File: src/rtl/xirq_pkg.sv
package xirq_pkg;
  localparam int NCORE    = 6;
  localparam int NPIN     = 2;
  localparam int NSRC     = NCORE + NPIN;
  localparam int GRP      = 4;
  localparam int CFG_W    = GRP * NPIN;
  localparam int OFS_TRIG = 0;
  localparam int OFS_FLAG = 1;
  localparam int OFS_EN   = 2;
  localparam int OFS_PRI  = 3;
  localparam int VEC_BASE = 3;
  localparam int VEC_STEP = 8;
endpackage

File: src/rtl/xirq_pin.sv
module xirq_pin (
  input  logic clk,
  input  logic rst,
  input  logic pin_n,
  output logic fall,
  output logic lvl
);
  logic prev_q;

  always_ff @(posedge clk) begin
    if (rst) prev_q <= 1'b1;
    else     prev_q <= pin_n;
  end

  assign fall = prev_q & ~pin_n;
  assign lvl  = ~pin_n;
endmodule

File: src/rtl/xirq_cfg.sv
module xirq_cfg
  import xirq_pkg::*;
#(
  parameter int NP = NPIN,
  localparam int W  = GRP * NP,
  localparam int SW = $clog2(W)
) (
  input  logic          clk,
  input  logic          rst,
  input  logic          cfg_wr,
  input  logic [W-1:0]  cfg_wdata,
  input  logic          bit_wr,
  input  logic [SW-1:0] bit_sel,
  input  logic          bit_val,
  input  logic [NP-1:0] fall,
  input  logic [NP-1:0] clr,
  output logic [W-1:0]  cfg_q
);
  logic [W-1:0] nxt;

  always_comb begin
    nxt = cfg_q;
    if (cfg_wr) nxt = cfg_wdata;
    if (bit_wr) nxt[bit_sel] = bit_val;
    for (int p = 0; p < NP; p++) begin
      if (clr[p])                           nxt[GRP*p+OFS_FLAG] = 1'b0;
      if (fall[p] && nxt[GRP*p+OFS_TRIG])   nxt[GRP*p+OFS_FLAG] = 1'b1;
      if (!nxt[GRP*p+OFS_TRIG])             nxt[GRP*p+OFS_FLAG] = 1'b0;
    end
  end

  always_ff @(posedge clk) begin
    if (rst) cfg_q <= '0;
    else     cfg_q <= nxt;
  end

  for (genvar p = 0; p < NP; p++) begin : g_chk
    AST_EDGE_SETS_FLAG: assert property (@(posedge clk) disable iff (rst)
      (fall[p] && cfg_q[GRP*p+OFS_TRIG] && !cfg_wr && !bit_wr) |=> cfg_q[GRP*p+OFS_FLAG]);
    AST_ACK_CLEARS_FLAG: assert property (@(posedge clk) disable iff (rst)
      (clr[p] && !fall[p] && !cfg_wr && !bit_wr) |=> !cfg_q[GRP*p+OFS_FLAG]);
  end
endmodule

File: src/rtl/xirq_arb.sv
module xirq_arb
  import xirq_pkg::*;
#(
  parameter int N  = NSRC,
  parameter int VW = 8,
  localparam int IW = $clog2(N)
) (
  input  logic          clk,
  input  logic          rst,
  input  logic [N-1:0]  req,
  input  logic [N-1:0]  pri,
  input  logic          ack,
  input  logic          ret,
  output logic          valid,
  output logic [VW-1:0] vector,
  output logic          svc_fire,
  output logic [IW-1:0] svc_idx
);
  logic          act_hi, act_lo;
  logic [N-1:0]  hi_ok, lo_ok;
  logic [IW-1:0] hi_idx, lo_idx;
  logic          cand_v, cand_hi;
  logic [IW-1:0] cand_idx;
  logic          hi_q;
  logic [IW-1:0] idx_q;

  always_comb begin
    hi_ok  = req & pri & {N{!act_hi}};
    lo_ok  = req & ~pri & {N{!act_hi && !act_lo}};
    hi_idx = '0;
    lo_idx = '0;
    for (int i = N - 1; i >= 0; i--) begin
      if (hi_ok[i]) hi_idx = IW'(i);
      if (lo_ok[i]) lo_idx = IW'(i);
    end
    cand_v   = |hi_ok || |lo_ok;
    cand_hi  = |hi_ok;
    cand_idx = cand_hi ? hi_idx : lo_idx;
  end

  assign svc_fire = ack && valid;
  assign svc_idx  = idx_q;

  always_ff @(posedge clk) begin
    if (rst) begin
      valid  <= 1'b0;
      vector <= '0;
      hi_q   <= 1'b0;
      idx_q  <= '0;
    end else if (svc_fire) begin
      valid  <= 1'b0;
      vector <= '0;
    end else begin
      valid  <= cand_v;
      vector <= cand_v ? VW'(VEC_BASE + VEC_STEP * int'(cand_idx)) : '0;
      hi_q   <= cand_hi;
      idx_q  <= cand_idx;
    end
  end

  always_ff @(posedge clk) begin
    if (rst) begin
      act_hi <= 1'b0;
      act_lo <= 1'b0;
    end else begin
      if (ret) begin
        if (act_hi) act_hi <= 1'b0;
        else        act_lo <= 1'b0;
      end
      if (svc_fire) begin
        if (hi_q) act_hi <= 1'b1;
        else      act_lo <= 1'b1;
      end
    end
  end

  AST_LOW_BLOCKED: assert property (@(posedge clk) disable iff (rst)
    (valid && !hi_q) |-> (!act_lo && !act_hi));
  AST_HIGH_BLOCKED: assert property (@(posedge clk) disable iff (rst)
    valid |-> !act_hi);
  AST_ACK_DROPS_VALID: assert property (@(posedge clk) disable iff (rst)
    svc_fire |=> !valid);
  AST_ACK_PUSHES_HI: assert property (@(posedge clk) disable iff (rst)
    (svc_fire && hi_q) |=> act_hi);
  AST_RET_POPS_HI: assert property (@(posedge clk) disable iff (rst)
    (ret && act_hi && !ack) |=> (!act_hi && act_lo == $past(act_lo)));
endmodule

File: src/rtl/xirq_ctrl.sv
module xirq_ctrl
  import xirq_pkg::*;
(
  input  logic             clk,
  input  logic             rst,
  input  logic             cfg_wr,
  input  logic [CFG_W-1:0] cfg_wdata,
  input  logic             bit_wr,
  input  logic [2:0]       bit_sel,
  input  logic             bit_val,
  output logic [CFG_W-1:0] cfg_rdata,
  input  logic [NPIN-1:0]  pin_n,
  input  logic [NCORE-1:0] core_req,
  input  logic [NCORE-1:0] core_en,
  input  logic [NCORE-1:0] core_pri,
  input  logic             irq_ack,
  input  logic             irq_ret,
  output logic             irq_valid,
  output logic [7:0]       irq_vector
);
  localparam int IW = $clog2(NSRC);

  logic [NPIN-1:0]  fall, lvl, clr, ext_req, ext_pri;
  logic [CFG_W-1:0] cfg_q;
  logic             svc_fire;
  logic [IW-1:0]    svc_idx;

  for (genvar p = 0; p < NPIN; p++) begin : g_pin
    xirq_pin u_pin (
      .clk  (clk),
      .rst  (rst),
      .pin_n(pin_n[p]),
      .fall (fall[p]),
      .lvl  (lvl[p])
    );
    assign ext_req[p] = cfg_q[GRP*p+OFS_EN] &
                        (cfg_q[GRP*p+OFS_TRIG] ? cfg_q[GRP*p+OFS_FLAG] : lvl[p]);
    assign ext_pri[p] = cfg_q[GRP*p+OFS_PRI];
    assign clr[p]     = svc_fire && (svc_idx == IW'(NCORE + p));
  end

  xirq_cfg #(.NP(NPIN)) u_cfg (
    .clk      (clk),
    .rst      (rst),
    .cfg_wr   (cfg_wr),
    .cfg_wdata(cfg_wdata),
    .bit_wr   (bit_wr),
    .bit_sel  (bit_sel),
    .bit_val  (bit_val),
    .fall     (fall),
    .clr      (clr),
    .cfg_q    (cfg_q)
  );

  xirq_arb #(.N(NSRC), .VW(8)) u_arb (
    .clk     (clk),
    .rst     (rst),
    .req     ({ext_req, core_req & core_en}),
    .pri     ({ext_pri, core_pri}),
    .ack     (irq_ack),
    .ret     (irq_ret),
    .valid   (irq_valid),
    .vector  (irq_vector),
    .svc_fire(svc_fire),
    .svc_idx (svc_idx)
  );

  assign cfg_rdata = cfg_q;
endmodule

File: config.mk
export PLATFORM = sky130hd
export DESIGN_NAME = xirq_ctrl
export DESIGN_NICKNAME = d
export VERILOG_FILES = /design/src/rtl/xirq_pkg.sv /design/src/rtl/xirq_pin.sv /design/src/rtl/xirq_cfg.sv /design/src/rtl/xirq_arb.sv /design/src/rtl/xirq_ctrl.sv
export SDC_FILE = /design/constraint.sdc
export NUM_CORES = 1
export LEC_CHECK = 0
export ABC_CLOCK_PERIOD_IN_PS = 3950
export BUFFER_PORTS_ARGS = -buffer_cell sky130_fd_sc_hd__buf_2
export CAP_MARGIN = 20
export CORE_ASPECT_RATIO = 2
export CORE_UTILIZATION = 51
export CTS_CLUSTER_SIZE = 24
export DETAILED_ROUTE_END_ITERATION = 8
export PLACE_DENSITY = 0.94
export SLEW_MARGIN = 15
export SYNTH_ARGS = -nofsm -noshare
export SYNTH_HDL_FRONTEND = slang
export SYNTH_SLANG_ARGS = --single-unit
File: constraint.sdc
create_clock -name clk -period 3.95 [get_ports clk]
set_input_delay 0 -clock clk [delete_from_list [all_inputs] [get_ports clk]]
set_output_delay 0 -clock clk [all_outputs]
set_load 0.01 [all_outputs]
==> flow_summary.yaml, run 1 <==
run_status:
  outcome: "completed"
power:
  finalPower_mw: 0.523
  cellPowerDensity_mw_per_mm2: 317
  ir_worst_vdd_uv: 235
  leak_pwr_nw: 0.775
final_layout:
  finalNonFillerCells: 238
  area_taken_by_multi_input_logic_gates_um2: 853
  num_antenna_cells: 0
  ratio_of_cells_with_drive_above_1_in_the_final_layout: 0.329
  final_area_mm2: 0.00165
  register_area_um2: 420
  area_growth_pct: 21.8
  nNetsFinal: 249
  fillCellCount: 234
  finalCoreUtilization: 0.650
drt:
  viasPerCell: 6.02
  first_iter_violations: 58
  wl_mm: 3.57
  post_drt_wl_per_cell_um: 15.0
  drt_pre_antenna_iters: 4
  vias_after_detailed_routing: 1432
  detail_route.drc_violations: 0
  final_antenna_net_count: 0
floorplanning:
  placeableCoreArea_mm2: 0.00254
  initial_utilization: 0.534
  die-width_um: 38.4
  std_cell_rows: 26
  dieArea_mm2: 0.00288
  die-height_um: 74.9
  top_level_i_o_count: 55
synth:
  synth_top_area_share: 0.311
  synth_seq_cells: 21
  synth.largest_area_cell: "dfxtp_1"
  ys.flop_type: "dfxtp_1"
  synth_area_leaders: "dfxtp_1 (31%), mux2i_1 (5.9%), nor3_1 (4.8%), nand2_1 (4.2%), nor2b_1 (4.2%)"
  edff_count_synth: 0
  synth_area_mm2: 0.00135
  syn_inst: 163
  postSynth.asyncResetShare: 0
  synth.avg_cell_area_um2: 8.31
  seq_area_frac_synth: 0.311
  post_synth_num_cell_types: 46
  yosysWarningCount: 0
critical_path:
  worstPathCellList: "nor4_1, a311oi_1, o32ai_1, a32oi_1, a211oi_1"
  r2r_cells: 5
  critical_path.endpoint_type: "flop"
  start_kind: "flop"
  timing.setup.critical_path_class: "flop to flop"
  critPathTopFamily: "compound AO/OA/AOI/OAI gates"
  cp_slowest_stage_delay_ns: 0.72
  cp_data_required_time_ns: 4.13
  crit_arrival_ns: 2.33
  critPathSlowestCell: "nor4_1"
  crit_cells: 5
  r2r_slack_ns: 1.80
  timing.critical_path.buf_inv: 0
  critPathMaxFanout: 15
  timing.rr.start: "u_arb.act_hi"
  reg2reg_to: "u_arb.svc_idx[0]"
clock_network:
  tritoncts_clock_tree: "built"
  cts_root_buf: "clkbuf_8"
  total_number_of_h_tree_levels: 1
  num_clock_sinks: 21
  clk_latency_ns: 0.26
  path_clk_slew_ns: 0.08
  clock_tree.buffer_depth: 2
  cts_inserted_buffers: 3
  ctsResizeCount: 0
sta:
  max-slew-margin-rel: 0.498
  grt_setup_unrepaired: "no"
  postLayoutSetupSlackWorst_ns: 1.80
  layout_worst_path_cycle_share: 0.544
  timing.setup.tns_ns: 0
  setup_viol: 0
  max_transition_viols_final: 0
  skew_ns: 0.00614
  period_needed_ns: 2.15
  achievable-frequency_mhz: 465
  report.final.hold_viol_count: 0
  tightestPinTransition_ns: 0.746
  fin_hold_ws_ns: 0.0745
placement:
  placement.setup.worst_slack_ns: 1.85
  post-dp-hpwl_mm: 2.87
  gp_congestion: 0.892
  dpl.cell_count: 232
  port-buffer-count: 51
  placement.cell_area_mm2: 0.00158
global_route:
  largest_net_degree_at_the_start_of_global_routing: 19
  grt_overflow: 0
  grt_first_pass_wirelength_mm: 5.46
  first_global_vias: 1335
  grt_antenna_before_repair: 0
  grtUsageTotal: 0.274
worst_hold_path:
  holdPathEnd: "u_cfg.cfg_q[7]"
  min_path_type: "input port to flop"
  launch_point_of_the_worst_hold_path: "bit_wr"
  hold-path-cell-count: 3
flow_run:
  max_cap_violations: 0
-- how the worst max path moves through the flow --
| stage | start | to |
|---|---|---|
| finish | u_arb.act_hi | u_arb.svc_idx[0] |
| global route | u_arb.act_hi | u_arb.svc_idx[0] |
| CTS | u_arb.act_hi | u_arb.svc_idx[1] |
| detailed placement | u_arb.act_hi | u_arb.svc_idx[1] |
| global placement | u_arb.act_hi | u_arb.svc_idx[1] |
| floorplan | u_cfg.cfg_q[7] | u_arb.svc_idx[1] |
-- synth_stat cells (2+ instances only) --
master,number
nand4b_4,2
nor2b_1,9
nand3b_1,3
nor2_1,14
or4b_1,2
buf_4,4
a21oi_1,8
dfxtp_1,21
nand3_1,3
nand4_1,2
nor4_1,4
inv_1,5
and2_1,2
nand2_1,15
nor3_2,2
nor3_1,13
mux2i_1,8
a211oi_1,5
or2_2,3
nand4bb_1,2
a311oi_1,2
nand2b_1,2
o21a_1,2
nand4b_2,2
o21ai_0,3
clkbuf_1,5
-- layer usage --
layer	vias up	wire length [µm]	GRT usage
met2	65	2070	0.514
met5	-	0	0
met3	21	143	0.0531
met4	0	222	0.203
met1	657	1130	0.234
li1	689	-	-
-- layout make-up --
class                      count  area share
clock buffer                   3      0.0250
multi-input combinational    127       0.517
tap                           28      0.0212
inverter                       5      0.0114
clock inverter                 1     0.00303
timing repair buffer          53       0.167
sequential                    21       0.255
-- sequential cells by signal, summed over array words and instances, names as in the netlist --
register and flops:
u_arb.act_lo 1, u_arb.act_hi 1, u_arb.vector 4, u_cfg.cfg_q 8, u_arb.svc_idx 3, u_arb.valid 1, g_pin.u_pin.prev_q 2, u_arb.hi_q 1
-- placed cells by master (no fill, tap or decap), types with 3 or more instances in the layout --
cell,count
conb_1,3
o21ai_0,3
inv_1,5
a21oi_1,8
mux2i_1,8
nor2b_1,9
nand2_1,15
clkbuf_8,3
or2_2,3
nor4_1,4
nor3_1,13
a211oi_1,5
dfxtp_1,21
nand3_1,3
nor2_1,14
buf_2,51
nand3b_1,3
-- power breakdown --
part / switching (mW) / internal [mW] / total (mW)
logic: 0.0778 / 0.0626 / 0.140
clock network: 0.0702 / 0.0703 / 0.141
registers: 0.0129 / 0.229 / 0.242
-- repair_timing --
item / 4_1_cts / 5_1_grt
hold endpoints to repair: 2 / 0
setup endpoints to repair: 0 / 0
hold buffers: 2 / 0
buffers inserted: 0 / 0
-- logic make-up (layout without fill, tap and decap cells) --
kind of cell           Yosys count  after routing  share of synthesized area
muxes                            9              9                     0.0675
AOI/OAI and AO/OA               29             29                      0.155
and+or+nand+nor                 86             86                      0.399
DFF                             21             21                      0.311
other                            1              3                    0.00277
buffers and inverters           17             62                     0.0647
-- tightest hold or removal path: stages --
cell and delay [ns]:
buf_2 0.11, nand4_1 0.10, a211oi_1 0.07
No activity file was read; power rests on OpenSTA's default activity.
==> inputs of run 2 (changes only) <==
Settings changed: ABC_CLOCK_PERIOD_IN_PS 3950 to 1900, CORE_UTILIZATION 51 to 43, PLACE_DENSITY 0.94 to 0.85.
Clock period 3.95 ns to 1.9 ns, I/O delays scaled along.
==> flow_summary.yaml, run 2 (synthesis gave the netlist of run 1 again) <==
drt:
  final_antenna_net_count: 0
  post_drt_wl_per_cell_um: 14.7
  first_iter_violations: 38
  vias_after_detailed_routing: 1494
  wl_mm: 3.74
  detail_route.drc_violations: 0
  drt_pre_antenna_iters: 4
  viasPerCell: 5.86
run_status:
  outcome: "finished, violations left"
  violations: "setup timing"
final_layout:
  nNetsFinal: 264
  area_growth_pct: 37.2
  largest_register_ff_count: 8
  layout_common_cells: "buf_2 (50), dfxtp_1 (18), buf_4 (16), nand2_1 (15), nor2_1 (14)"
  final_area_mm2: 0.00186
  num_antenna_cells: 0
  ratio_of_cells_with_drive_above_1_in_the_final_layout: 0.444
  most_common_cell_after_layout_fill_and_taps_aside: "buf_2"
  fillCellCount: 262
  biggest_register: "u_cfg.cfg_q"
sta:
  fin_hold_ws_ns: 0.0677
  achievable-frequency_mhz: 522
  skew_ns: 0.00220
  period_needed_ns: 1.91
  grt_setup_unrepaired: "yes"
  max_transition_viols_final: 0
  postLayoutSetupSlackWorst_ns: -0.0147
  setup_viol: 1
  layout_worst_path_cycle_share: 1.01
  report.final.hold_viol_count: 0
flow_run:
  max_cap_violations: 0
worst_hold_path:
  hold-path-cell-count: 4
  holdPathEnd: "u_arb.act_hi"
  min_path_type: "input port to flop"
  launch_point_of_the_worst_hold_path: "irq_ret"
floorplanning:
  placeableCoreArea_mm2: 0.00298
  dieArea_mm2: 0.00339
  initial_utilization: 0.455
  std_cell_rows: 28
  die-width_um: 41.7
  die-height_um: 81.4
  top_level_i_o_count: 55
placement:
  port-buffer-count: 51
  placement.setup.worst_slack_ns: -0.0901
  post-dp-hpwl_mm: 2.82
  gp_congestion: 0.900
  placement.cell_area_mm2: 0.00168
global_route:
  largest_net_degree_at_the_start_of_global_routing: 19
  first_global_vias: 1409
  grt_first_pass_wirelength_mm: 5.77
  grt_antenna_before_repair: 0
  grt_overflow: 0
  grtUsageTotal: 0.217
critical_path:
  crit_arrival_ns: 2.05
  timing.rr.start: "u_arb.act_hi"
  start_kind: "flop"
  worstPathCellList: "buf_4, nor3_2, nand4bb_1, a311oi_1, o32ai_2, a32oi_2, a211oi_1"
  critical_path.endpoint_type: "flop"
  r2r_cells: 7
  critPathSlowestCell: "a311oi_1"
  cp_data_required_time_ns: 2.04
  critPathMaxFanout: 6
  r2r_slack_ns: -0.01
  cp_slowest_stage_delay_ns: 0.42
  timing.setup.critical_path_class: "flop to flop"
  reg2reg_to: "u_arb.svc_idx[0]"
clock_network:
  cts_root_buf: "clkbuf_8"
  cts_inserted_buffers: 3
  total_number_of_h_tree_levels: 1
  clock_tree.buffer_depth: 2
  num_clock_sinks: 21
  path_clk_slew_ns: 0.08
  tritoncts_clock_tree: "built"
  clk_latency_ns: 0.26
power:
  finalPower_mw: 1.16
  leak_pwr_nw: 0.882
  ir_worst_vdd_uv: 436
  cellPowerDensity_mw_per_mm2: 623
[run 2: final cells by class]
type                       count  area [µm²]  area share
inverter                       5        18.8      0.0101
tap                           30        37.5      0.0202
sequential                    21         429       0.231
clock inverter                 1        5.00     0.00269
multi-input combinational    127         933       0.502
clock buffer                   3        41.3      0.0222
timing repair buffer          68         393       0.211
[run 2: worst max path at each step]
stage	start	to	slack, ns	depth (start not counted)
floorplan	u_cfg.cfg_q[7]	u_arb.svc_idx[1]	0.08	6
global placement	u_arb.act_hi	u_arb.svc_idx[1]	-0.05	6
detailed placement	u_arb.act_hi	u_arb.svc_idx[1]	-0.09	6
CTS	pin_n[1]	u_arb.svc_idx[1]	0.02	8
global route	u_arb.act_hi	u_arb.svc_idx[0]	-0.07	7
finish	u_arb.act_hi	u_arb.svc_idx[0]	-0.01	7
[run 2: power breakdown]
group | switching (mW) | internal [mW]
clock | 0.149 | 0.146
sequential | 0.0265 | 0.476
combinational | 0.183 | 0.176
[run 2: routing by layer]
metal  global-route usage  wire (µm)  vias to the layer above
li1                     -          -                      715
met4                0.119        107                        0
met1                0.189       1300                      709
met5                    0          0                        -
met2                0.453       2210                       57
met3               0.0244        127                       13
[run 2: through the flow]
stage | cells | utilization | TNS, ns
after floorplan | 165 | - | 0
after global placement | 246 | 0.563 | -0.0473
after detailed placement | 246 | 0.563 | -0.166
after CTS | 252 | 0.591 | 0
after global routing | 255 | 0.624 | -0.213
final | 255 | 0.624 | -0.0147
[run 2: worst max-delay path, delay by kind of cell, from the launching register on]
kind | cells | cell delay (ns)
and+or+nand+nor | 2 | 0.35
buffers and inverters | 1 | 0.16
DFF | 1 | 0.37
AOI/OAI and AO/OA | 4 | 0.91
[run 2: timing repair]
action,CTS,global route
hold buffers,2,0
resized for setup,5,19
buffers inserted,0,4
endpoints found under the setup margin,4,6
endpoints found under the hold margin,2,0
pin swaps,5,7
